--- config.mk ---
export PLATFORM = sky130hd
export DESIGN_NAME = baud_gen
export DESIGN_NICKNAME = d
export VERILOG_FILES = /design/src/rtl/baud_gen_pkg.sv /design/src/rtl/baud_gen_ctrl.sv /design/src/rtl/baud_gen_datapath.sv /design/src/rtl/baud_gen.sv
export SDC_FILE = /design/constraint.sdc
export NUM_CORES = 1
export LEC_CHECK = 0
export BUFFER_PORTS_ARGS = -buffer_cell sky130_fd_sc_hd__buf_2
export CELL_PAD_IN_SITES_DETAIL_PLACEMENT = 2
export CELL_PAD_IN_SITES_GLOBAL_PLACEMENT = 2
export CORE_UTILIZATION = 33
export DETAILED_ROUTE_END_ITERATION = 10
export GPL_ROUTABILITY_DRIVEN = 0
export GPL_TIMING_DRIVEN = 0
export PLACE_DENSITY_LB_ADDON = 0.1
export SYNTH_ARGS = -nofsm -noshare
export SYNTH_HDL_FRONTEND = slang
export SYNTH_SLANG_ARGS = --single-unit
export TNS_END_PERCENT = 1
--- constraint.sdc ---
create_clock -name clk -period 2.4 [get_ports clk]
set_input_delay 0.48 -clock clk [delete_from_list [all_inputs] [get_ports clk]]
set_output_delay 0.48 -clock clk [all_outputs]
set_load 0.01 [all_outputs]
--- src/rtl/baud_gen_pkg.sv ---
package baud_gen_pkg;

  // Strobes from control to datapath.
  typedef struct packed {
    logic clear;        // restart all counters this cycle
    logic syncMode;     // clocked synchronous operation
    logic doubleSpeed;  // asynchronous double-speed sampling
  } rateCtrl_t;

endpackage

--- src/rtl/baud_gen_ctrl.sv ---
module baud_gen_ctrl
  import baud_gen_pkg::*;
#(
  parameter int DIV_W = 8,
  parameter int SEL_W = 2
) (
  input  logic             clk,
  input  logic             rstN,
  input  logic             enable,
  input  logic             syncMode,
  input  logic             doubleSpeed,
  input  logic             divWrEn,
  input  logic [DIV_W-1:0] divWrData,
  input  logic             selWrEn,
  input  logic [SEL_W-1:0] selWrData,
  output logic [DIV_W-1:0] divReg,
  output logic [SEL_W-1:0] selReg,
  output logic [DIV_W-1:0] divLoad,
  output rateCtrl_t        ctrl
);

  // Host-visible rate registers.
  always_ff @(posedge clk) begin
    if (!rstN) begin
      divReg <= '1;
      selReg <= '0;
    end else begin
      if (divWrEn) divReg <= divWrData;
      if (selWrEn) selReg <= selWrData;
    end
  end

  // Reload value for the divider on a restart: the value that becomes current.
  always_comb begin
    divLoad = divWrEn ? divWrData : divReg;
  end

  always_comb begin
    ctrl.clear       = divWrEn || selWrEn || !enable;
    ctrl.syncMode    = syncMode;
    ctrl.doubleSpeed = doubleSpeed;
  end

  // a write lands in the register one cycle later
  a_r2_div_write: assert property (@(posedge clk) disable iff (!rstN)
    divWrEn |=> divReg == $past(divWrData));
  a_r2_sel_write: assert property (@(posedge clk) disable iff (!rstN)
    selWrEn |=> selReg == $past(selWrData));
  // without a write the registers keep their values
  a_r2_div_hold: assert property (@(posedge clk) disable iff (!rstN)
    !divWrEn |=> $stable(divReg));

endmodule

--- src/rtl/baud_gen_datapath.sv ---
module baud_gen_datapath
  import baud_gen_pkg::*;
#(
  parameter int DIV_W   = 8,
  parameter int SEL_W   = 2,
  parameter int PHASE_W = 5
) (
  input  logic             clk,
  input  logic             rstN,
  input  rateCtrl_t        ctrl,
  input  logic [DIV_W-1:0] divVal,
  input  logic [DIV_W-1:0] divLoad,
  input  logic [SEL_W-1:0] selVal,
  output logic             sampleStrobe,
  output logic             serialClk,
  output logic             bitStrobe
);

  // Prescaler width covers the largest ratio 4^(2^SEL_W - 1).
  localparam int PRE_W    = 2 * ((1 << SEL_W) - 1);
  localparam int SEL_CNT  = 1 << SEL_W;
  localparam int SYNC_W   = 2;  // four rate ticks per serial clock period

  // ---------------- prescaler ----------------
  logic [PRE_W-1:0] preCnt;
  logic [PRE_W-1:0] preLimit;
  logic             baseTick;

  // Limit is 4^n - 1, picked from a table built per select value.
  logic [PRE_W-1:0] limitTab [SEL_CNT];
  for (genvar g = 0; g < SEL_CNT; g++) begin : g_limit
    assign limitTab[g] = PRE_W'((64'd1 << (2 * g)) - 64'd1);
  end

  always_comb begin
    preLimit = limitTab[selVal];
  end

  always_comb begin
    baseTick = !ctrl.clear && (preCnt == preLimit);
  end

  always_ff @(posedge clk) begin
    if (!rstN || ctrl.clear) begin
      preCnt <= '0;
    end else if (baseTick) begin
      preCnt <= '0;
    end else begin
      preCnt <= preCnt + 1'b1;
    end
  end

  // ---------------- (N+1) divider ----------------
  logic [DIV_W-1:0] divCnt;
  logic             rateTick;

  always_comb begin
    rateTick = baseTick && (divCnt == '0);
  end

  always_ff @(posedge clk) begin
    if (!rstN) begin
      divCnt <= '1;
    end else if (ctrl.clear) begin
      divCnt <= divLoad;
    end else if (baseTick) begin
      if (divCnt == '0) divCnt <= divVal;
      else              divCnt <= divCnt - 1'b1;
    end
  end

  // ---------------- tick phase and outputs ----------------
  logic [PHASE_W-1:0] phase;
  logic               evenTick;
  logic               bitHit;

  always_comb begin
    evenTick = rateTick && phase[0];
    if (ctrl.syncMode) begin
      bitHit = (phase[SYNC_W-1:0] == '1);
    end else if (ctrl.doubleSpeed) begin
      bitHit = (phase[PHASE_W-2:0] == '1);
    end else begin
      bitHit = (phase == '1);
    end
  end

  always_ff @(posedge clk) begin
    if (!rstN || ctrl.clear) begin
      phase <= '0;
    end else if (rateTick) begin
      phase <= phase + 1'b1;
    end
  end

  always_ff @(posedge clk) begin
    if (!rstN || ctrl.clear) begin
      sampleStrobe <= 1'b0;
      serialClk    <= 1'b1;
      bitStrobe    <= 1'b0;
    end else begin
      sampleStrobe <= evenTick && !ctrl.syncMode;
      bitStrobe    <= rateTick && bitHit;
      if (!ctrl.syncMode) begin
        serialClk <= 1'b1;
      end else if (evenTick) begin
        serialClk <= !serialClk;
      end
    end
  end

  // prescaler never passes its limit, divider never passes N
  a_r3_pre_bound: assert property (@(posedge clk) disable iff (!rstN)
    preCnt <= preLimit);
  a_r3_div_bound: assert property (@(posedge clk) disable iff (!rstN)
    divCnt <= divVal);
  // the sampling strobe is one cycle wide
  a_r4_strobe_pulse: assert property (@(posedge clk) disable iff (!rstN)
    sampleStrobe |=> !sampleStrobe);
  // a bit boundary coincides with a strobe or a serial clock high
  a_r4_bit_aligned: assert property (@(posedge clk) disable iff (!rstN)
    bitStrobe |-> (sampleStrobe || serialClk));
  // no sampling strobe in synchronous mode
  a_r6_no_strobe_sync: assert property (@(posedge clk) disable iff (!rstN)
    ctrl.syncMode |=> !sampleStrobe);
  // a restart leaves outputs idle
  a_r8_idle: assert property (@(posedge clk) disable iff (!rstN)
    ctrl.clear |=> (!sampleStrobe && serialClk && !bitStrobe));

endmodule

--- src/rtl/baud_gen.sv ---
module baud_gen
  import baud_gen_pkg::*;
#(
  parameter int DIV_W   = 8,
  parameter int SEL_W   = 2,
  parameter int PHASE_W = 5
) (
  input  logic             clk,
  input  logic             rstN,
  input  logic             enable,
  input  logic             syncMode,
  input  logic             doubleSpeed,
  input  logic             divWrEn,
  input  logic [DIV_W-1:0] divWrData,
  input  logic             selWrEn,
  input  logic [SEL_W-1:0] selWrData,
  output logic [DIV_W-1:0] divRdData,
  output logic [SEL_W-1:0] selRdData,
  output logic             sampleStrobe,
  output logic             serialClk,
  output logic             bitStrobe
);

  rateCtrl_t        ctrl;
  logic [DIV_W-1:0] divReg;
  logic [DIV_W-1:0] divLoad;
  logic [SEL_W-1:0] selReg;

  baud_gen_ctrl #(.DIV_W(DIV_W), .SEL_W(SEL_W)) u_ctrl (
    .clk         (clk),
    .rstN        (rstN),
    .enable      (enable),
    .syncMode    (syncMode),
    .doubleSpeed (doubleSpeed),
    .divWrEn     (divWrEn),
    .divWrData   (divWrData),
    .selWrEn     (selWrEn),
    .selWrData   (selWrData),
    .divReg      (divReg),
    .selReg      (selReg),
    .divLoad     (divLoad),
    .ctrl        (ctrl)
  );

  baud_gen_datapath #(.DIV_W(DIV_W), .SEL_W(SEL_W), .PHASE_W(PHASE_W)) u_dp (
    .clk          (clk),
    .rstN         (rstN),
    .ctrl         (ctrl),
    .divVal       (divReg),
    .divLoad      (divLoad),
    .selVal       (selReg),
    .sampleStrobe (sampleStrobe),
    .serialClk    (serialClk),
    .bitStrobe    (bitStrobe)
  );

  assign divRdData = divReg;
  assign selRdData = selReg;

endmodule

==> out/results.txt <==
Status = finished clean
Total routed wirelength = 5030 um
Post-synth net total = 208
Slew margin rel. = 0.628
Clock slew at the register clock pins of the worst setup and hold paths = 70 ps
Final nets = 243
Share of cells above drive strength 1 = 0.234
Sw frac = 0.256
Register area share after synthesis = 0.387
Ys async rst share = 0
Worst path bufs/invs = 1
CP max FO = 6
Largest net degree at the start of global routing = 11
Post-synth top flop = dfxtp_1
Post-Syn Area = 0.00165 mm2
Port bufs = 28
Insertion delay to the later sink of the worst-skew pair = 280 ps
Critical Path Start Type = flop
Pwr/cell area = 618 mW/mm2
Number of synthesized flops with an enable pin = 0
Total number of vias = 1,524
Combinational Power Share = 0.109
Number of synthesized register bits = 32
Power share of the sequential group = 0.472
Antenna viol nets, final = 0
Slew @ Worst Pin = 558 ps
DR top layer = met4
CP max stage delay = 500 ps
HPWL Detailed = 3600 um
Antenna cells = 0
DP Area = 0.00188 mm2
I/O pins = 30
Final instance area = 0.00199 mm2
# hold bufs at CTS = 0
Syn Area/Cell = 8.89 um2
Delay-heaviest family, CP = simple AND/OR/NAND/NOR gates
TritonCTS Sinks = 32
Critical path required time = 2560 ps
Slew Viols, Final = 0
Drt wl/cell = 17.4 um
TritonCTS clock tree = yes
Pleak = 0.000802 uW
Die area = 0.00530 mm2
Maxcap violations = 0
Hold Path Class = in2reg
Met3 WL = 165 um
Htree depth = 2
DRC viols = 0
Kind of critical path = reg2reg
Initial DRC Count = 47
Gate Count Post-Synth = 186
Area share of the largest cell type after synthesis = 0.387
First-pass GRT wire length = 8140 um
Die Y = 72.8 um
TNS Setup = 0 ps
Clock skew = 3.82 ps
Distinct cells, synth = 46
Core Box Area = 0.00479 mm2
WL met1 = 2250 um
CTS root buffer = clkbuf_8
Post-synth top cells = dfxtp_1, nand2_1, nor2_1
Vias in the first global route = 1,641
Final Hold Viols = 0
Hold_ws = 406 ps
Post-CTS setup buffer count = 0
Cell taking the most area after synthesis = dfxtp_1
P_sw = 315 uW
RSZ-0062 raised after global routing = no
CP endpoint kind = flop
1st-pass router iterations = 4
Initial Utilization = 0.346
CP cell instances = inv_1 -> ha_1 -> or3b_2 -> o21ai_0 -> nand2_1 -> a2111oi_2 -> nor3_1
Initial antenna violation count = 0
Met2 wire len = 2530 um
Clock power share = 0.418
CTS max path bufs = 2
F_max = 461 MHz
Vias per cell = 5.27
CTS buffer count = 5
Part of the cycle the worst path needs = 0.904
Worst VDD drop = 242 uV
Die W = 72.8 um
Placed cell count = 281
Synth warn = 0
Area grow syn2layout = 20.4%
Critical path arrival = 2330 ps
Synth top area cells = dfxtp_1, mux2i_1, nand2_1, ha_1, nor2_1
Most frequent cell after synthesis = dfxtp_1
GR Util All Layers = 0.209
CP max-delay cell = or3b_2
GR Overflow Total = 0
Setup violators final = 0
FP Rows = 25
Post-layout min period = 2170 ps
Pint = 916 uW
Non-filler instance count after layout = 289
-- layout by cell type, fill, tap and decap left out, drive strengths merged, types with 2 or more instances in the layout --
cell / instances
nand2: 28
buf: 31
and2: 2
a32oi: 2
a31oi: 2
a21oi: 4
dfxtp: 32
nor2b: 2
xnor2: 5
o21ai: 8
nand3: 11
nor2: 15
and3: 5
nor3b: 2
o2111ai: 4
nand4: 2
ha: 5
nor4: 2
nor3: 10
a211oi: 2
and4: 2
o211ai: 2
xor2: 3
a2111oi: 2
inv: 4
mux2i: 11
clkbuf: 10
-- final timing paths --
path | slack [ps] | start | cells after the start | endpoint
setup / recovery | 230 | u_dp.divCnt[0]$_SDFFE_PN1P_ | 7 | u_dp.divCnt[4]$_SDFFE_PN1P_
hold / removal | 410 | syncMode | 2 | u_dp.sampleStrobe$_SDFF_PP0_
setup reg to reg | 230 | u_dp.divCnt[0]$_SDFFE_PN1P_ | 7 | u_dp.divCnt[4]$_SDFFE_PN1P_
hold reg to reg | 480 | u_dp.phase[4]$_SDFFE_PP0P_ | 2 | u_dp.phase[4]$_SDFFE_PP0P_
-- cell type report --
class / count / area, um2
Fill cell: 549 / 2790
Multi-Input combinational cell: 143 / 960
Sequential cell: 32 / 641
Timing Repair Buffer: 28 / 140
Tap cell: 67 / 83.8
Clock buffer: 6 / 72.6
Buffer: 7 / 45.0
Clock inverter: 2 / 35.0
Inverter: 4 / 15.0
-- layer usage --
layer,GRT usage,up-vias
li1,-,746
met1,0.243,737
met2,0.377,33
met3,0.0470,8
met4,0.0697,0
met5,0,-
-- worst reg2reg max path, cell delays in order (launching register included) --
cell       delay [ps]
dfxtp_1           380
inv_1             130
ha_1              260
or3b_2            500
o21ai_0           230
nand2_1           100
a2111oi_2         360
nor3_1             90
-- cell families after synthesis --
kind of cell | Yosys count | share of synthesized area
adders and majority gates | 5 | 0.0378
DFF | 32 | 0.387
muxes | 12 | 0.0734
AOI/OAI and AO/OA | 33 | 0.151
and+or+nand+nor | 85 | 0.272
xor gates and xnor gates | 8 | 0.0424
buffers and inverters | 11 | 0.0363
-- power by group through the flow --
stage / clock network [uW] / registers [uW] / logic (uW)
2_1_floorplan: 0 / 590 / 78.3
3_3_place_gp: 0 / 589 / 125
3_5_place_dp: 0 / 591 / 134
4_1_cts: 532 / 581 / 136
5_1_grt: 568 / 585 / 148
6_report: 515 / 581 / 134
-- sequential cells by signal (all words and copies together), names as in the netlist --
signal             flops
u_dp.sampleStrobe      1
u_ctrl.selReg          2
u_ctrl.divReg          8
u_dp.divCnt            8
u_dp.phase             5
u_dp.preCnt            6
u_dp.serialClk         1
u_dp.bitStrobe         1
-- through the flow --
stage	util	total power [uW]	worst slack, ps
after floorplan	-	668	556
after global placement	0.392	715	329
after detailed placement	0.392	725	198
after CTS	0.415	1250	164
after global routing	0.416	1300	45.6
final	0.416	1230	231
-- what timing repair did --
item                                    4_1_cts  5_1_grt
resized for setup                             0        2
endpoints found under the setup margin        0        1
endpoints found under the hold margin         0        0
Power figures use the tool's default switching activity.
